[src/rtl/cc_predicate_unit.sv]
module cc_predicate_unit #(
  parameter int DATA_W = 32
) (
  input  logic              clk,
  input  logic              rst_n,
  input  logic [DATA_W-1:0] instr_word,
  input  logic [3:0]        alu_flags,
  input  logic              set_flags,
  input  logic              cmp_only,
  output logic              exec_en,
  output logic              wb_en,
  output logic [3:0]        flags_q
);

  localparam int COND_W = 4;
  localparam int COND_LSB = DATA_W - COND_W;

  logic [COND_W-1:0] cond;
  logic n, z, c, v;
  logic pass;
  logic load_flags;

  assign cond = instr_word[DATA_W-1:COND_LSB];
  assign {n, z, c, v} = flags_q;

  always_comb begin
    case (cond)
      4'd0:    pass = z;
      4'd1:    pass = !z;
      4'd2:    pass = c;
      4'd3:    pass = !c;
      4'd4:    pass = n;
      4'd5:    pass = !n;
      4'd6:    pass = v;
      4'd7:    pass = !v;
      4'd8:    pass = c && !z;
      4'd9:    pass = !c || z;
      4'd10:   pass = (n == v);
      4'd11:   pass = (n != v);
      4'd12:   pass = !z && (n == v);
      4'd13:   pass = z || (n != v);
      default: pass = 1'b1;
    endcase
  end

  assign exec_en    = pass;
  assign wb_en      = pass && !cmp_only;
  assign load_flags = pass && (set_flags || cmp_only);

  always_ff @(posedge clk or negedge rst_n) begin
    if (!rst_n)          flags_q <= '0;
    else if (load_flags) flags_q <= alu_flags;
  end

  p_always_codes_r4: assert property (@(posedge clk) disable iff (!rst_n)
    (cond >= 4'd14) |-> exec_en);

  p_flags_load_r5: assert property (@(posedge clk) disable iff (!rst_n)
    (exec_en && set_flags) |=> (flags_q == $past(alu_flags)));

  p_flags_hold_r6: assert property (@(posedge clk) disable iff (!rst_n)
    (exec_en && !set_flags && !cmp_only) |=> $stable(flags_q));

  p_cmp_no_wb_r7: assert property (@(posedge clk) disable iff (!rst_n)
    cmp_only |-> !wb_en);

  p_cmp_loads_r7: assert property (@(posedge clk) disable iff (!rst_n)
    (exec_en && cmp_only) |=> (flags_q == $past(alu_flags)));

  p_squash_quiet_r8: assert property (@(posedge clk) disable iff (!rst_n)
    !exec_en |=> $stable(flags_q));

  p_wb_follows_exec_r9: assert property (@(posedge clk) disable iff (!rst_n)
    wb_en |-> (exec_en && !cmp_only));

  always_ff @(posedge clk) begin
    if (!rst_n) p_reset_clear_r1: assert (flags_q == 4'd0);
  end

endmodule

[config.mk]
export PLATFORM = sky130hd
export DESIGN_NAME = cc_predicate_unit
export DESIGN_NICKNAME = d
export VERILOG_FILES = /design/src/rtl/cc_predicate_unit.sv
export SDC_FILE = /design/constraint.sdc
export NUM_CORES = 1
export LEC_CHECK = 0
export ABC_AREA = 1
export BUFFER_PORTS_ARGS = -buffer_cell sky130_fd_sc_hd__buf_2
export CORE_AREA = 2 2 39 41
export CTS_CLUSTER_DIAMETER = 80
export CTS_CLUSTER_SIZE = 30
export DETAILED_ROUTE_END_ITERATION = 8
export DIE_AREA = 0 0 41 43
export PLACE_DENSITY = 0.72
export SYNTH_ARGS = -nofsm -noshare
export SYNTH_HDL_FRONTEND = slang
export SYNTH_SLANG_ARGS = --single-unit
[constraint.sdc]
create_clock -name clk -period 1.5 [get_ports clk]
set_input_delay 0.075 -clock clk [delete_from_list [all_inputs] [get_ports clk]]
set_output_delay 0.075 -clock clk [all_outputs]
set_load 0.02 [all_outputs]
==> metrics.cfg <==
[status]
status = finished clean

[worst_setup_path]
r2r_slack_ns = 0.11
r2r.worst_path.cells = 12
crit_end = wb_en
crit_chain = inv_1, nand2_1, nand3_1, nand2_1, nor2_2, nor2_4, a21oi_2, buf_4
worst-setup-path-type = flip-flop to output pin
cp_slowest_stage_delay_ns = 0.39
crit_required_ns = 1.42
cp_num_buf_inv = 2
end_kind = output pin
worst_path_most_repeated_cell = nand2_1
crit_arrival_ns = 1.41
crit_path_start_kind = flip-flop
worst-path-stages = 8
crit_fanout = 3
reg2reg_to = flags_q[2]$_DFFE_PN0P_
startpoint = flags_q[1]$_DFFE_PN0P_
critical-path-top-delay-family = flip-flops
r2r_start = flags_q[0]$_DFFE_PN0P_
cpMaxStageDelayCell = dfrtp_1

[timing]
finalHoldViolCount = 0
fin_crit_sh_pct = 98.90
worstMarginPinSlew_ns = 0.1993
setup_violations = 0
slew_headroom_pct = 86.71
whs_ns = 0.06361
finClkSkew_ns = 0.0008802
slew_viol_final = 0
fin_tns_setup_ns = 0
setup_ws_ns = 0.01651
post-route-min-period_ns = 1.483
fmax_mhz = 674.1
rsz0062_at_grt = yes

[yosys]
synth_top_family_by_area = simple AND/OR/NAND/NOR gates
synth_top_area_share_pct = 26.13
synth_warnings = 0
yosys.area_share.simple_pct = 59.03
synthMuxAreaShare_pct = 0
synthAdderAreaFrac_pct = 0
synth_compound_area_share_pct = 6.452
avgSynthCellArea_um2 = 5.704
synth_area_leaders = nand2_1 26%, dfrtp_1 26%, nand3_1 13%
synth.distinct_cells = 12
synth_fp_nets = 108
yosysTopAreaCell = nand2_1
ys_ff_latch = 4
synth-xor-area-share_pct = 0
syn_area_um2 = 387.9
synth_cells = 68
synth-seq-area-share_pct = 25.81

[power_and_ir_drop]
leakagePower_nw = 0.3602
max-vdd-ir-drop_v = 0.0006509
total_power_uw = 915.7
powerDensity_nw_per_um2 = 1449

[detailed_routing]
route.detailed.drc = 0
dr.pass1.iters = 4
route.detailed.wl_per_inst_um = 10.12
vias_per_cell = 4.646
drt_iter0_drc = 7
wl_mm = 1.143
vias = 525
ant_nets = 0

[placement]
io_buffer_count = 17
hpwl_um = 760.7
place_ws_ns = 0.2184
place.gp.congestion = 0.7199

[final_layout]
regArea_um2 = 100.1
largestRegisters = flags_q x4
largest_register = flags_q
multi_input_area_um2 = 291.5
drive_gt1_share_pct = 45.36
nets = 139
fill_cells = 136
diodes = 0
largest_reg_flops = 4
areaGrowthSynthToFinish_pct = 62.90

[die]
die_h_um = 43
core_area_um2 = 1384
start_util_pct = 28.03
row_count = 14
die_width_um = 41
ios = 46
dieArea_um2 = 1763

[clock_tree]
htreeDepth = 1
cts.sinks = 4
cts_made_buffers = 3
path_clk_slew_ns = 0.04
clockBufferDepth = 2
clock-root-buffer = clkbuf_4
cts_tree = built
clock_latency_ns = 0.24

[global_routing]
antenna_found_initial = 0
grt_pass1_wl_mm = 1.628
grt_max_degree = 8
grt-ovfl-total = 0
first_global_vias = 436
grt_use_total_pct = 13.80

[hold_path]
min-delay-path-class = primary input to flip-flop

[job]
cap_violations = 0

per-layer routing:
| metal | up-vias | routed length (um) | track usage, % | share of wire (%) |
|---|---|---|---|---|
| met5 | - | 0 | 0 | 0 |
| met4 | 0 | 30 | 8.000 | 2.6 |
| met3 | 3 | 49 | 2.094 | 4.3 |
| met2 | 15 | 627 | 24.06 | 55 |
| met1 | 235 | 436 | 14.29 | 38 |
| li1 | 272 | - | - | - |
power breakdown:
| part | total [mW] | switching (mW) | internal (mW) |
|---|---|---|---|
| clock | 0.138 | 0.0480 | 0.0897 |
| combinational | 0.578 | 0.321 | 0.258 |
| sequential | 0.199 | 0.0482 | 0.151 |
cell families (layout without fill, tap and decap cells):
| logic type | after synthesis | count (layout) |
|---|---|---|
| and+or+nand+nor | 50 | 50 |
| AOI/OAI and AO/OA | 5 | 5 |
| DFF | 4 | 4 |
| buffers and inverters | 9 | 38 |
synth_stat cells:
cell type / n
nand2_1: 27
nand3_1: 10
inv_1: 7
nor2_1: 7
a21oi_1: 5
dfrtp_1: 4
nand2_4: 2
nor2_2: 2
clkinv_1: 1
inv_2: 1
nand3_2: 1
or2_2: 1
through the flow:
stage	utilization, %	instance area, um^2	std cells
floorplan	-	387.9	68
global placement	35.62	493.0	101
detailed placement	35.62	493.0	101
CTS	42.86	593.1	110
global route	45.66	631.9	113
finish	45.66	631.9	113
layout by cell type (no fill, tap or decap), drive strengths merged:
| cell | instances |
|---|---|
| inv | 8 |
| nand2 | 29 |
| clkinv | 1 |
| buf | 25 |
| a21oi | 5 |
| nor2 | 9 |
| clkbuf | 3 |
| dlygate4sd3 | 1 |
| or2 | 1 |
| nand3 | 11 |
| dfrtp | 4 |
tightest hold or removal path, stage by stage:
cell and delay [ns]:
buf_2 0.08, nand3_1 0.06, nand2_1 0.06
how the worst min path moves through the flow:
stage / start / to / slack, ns / cells after the start
after floorplan: rst_n / flags_q[0]$_DFFE_PN0P_ / -0.22 / 0
after global placement: rst_n / flags_q[2]$_DFFE_PN0P_ / -0.12 / 1
after detailed placement: rst_n / flags_q[0]$_DFFE_PN0P_ / -0.11 / 1
after CTS: alu_flags[2] / flags_q[2]$_DFFE_PN0P_ / 0.06 / 3
after global routing: alu_flags[2] / flags_q[2]$_DFFE_PN0P_ / 0.1 / 3
final: alu_flags[3] / flags_q[3]$_DFFE_PN0P_ / 0.06 / 3
what timing repair did:
action,CTS,global route
endpoints found under the hold margin,4,0
buffers inserted,5,3
pin swaps,2,7
setup endpoints to repair,2,2
hold buffers,1,0
gates resized for setup,8,6
area by class of cell:
class | count | area share, %
Multi-Input combinational cell | 55 | 46.14
Clock buffer | 3 | 3.564
Tap cell | 16 | 3.168
Sequential cell | 4 | 15.84
Timing Repair Buffer | 26 | 25.94
Inverter | 9 | 5.347
(Power assumes the default switching activity.)
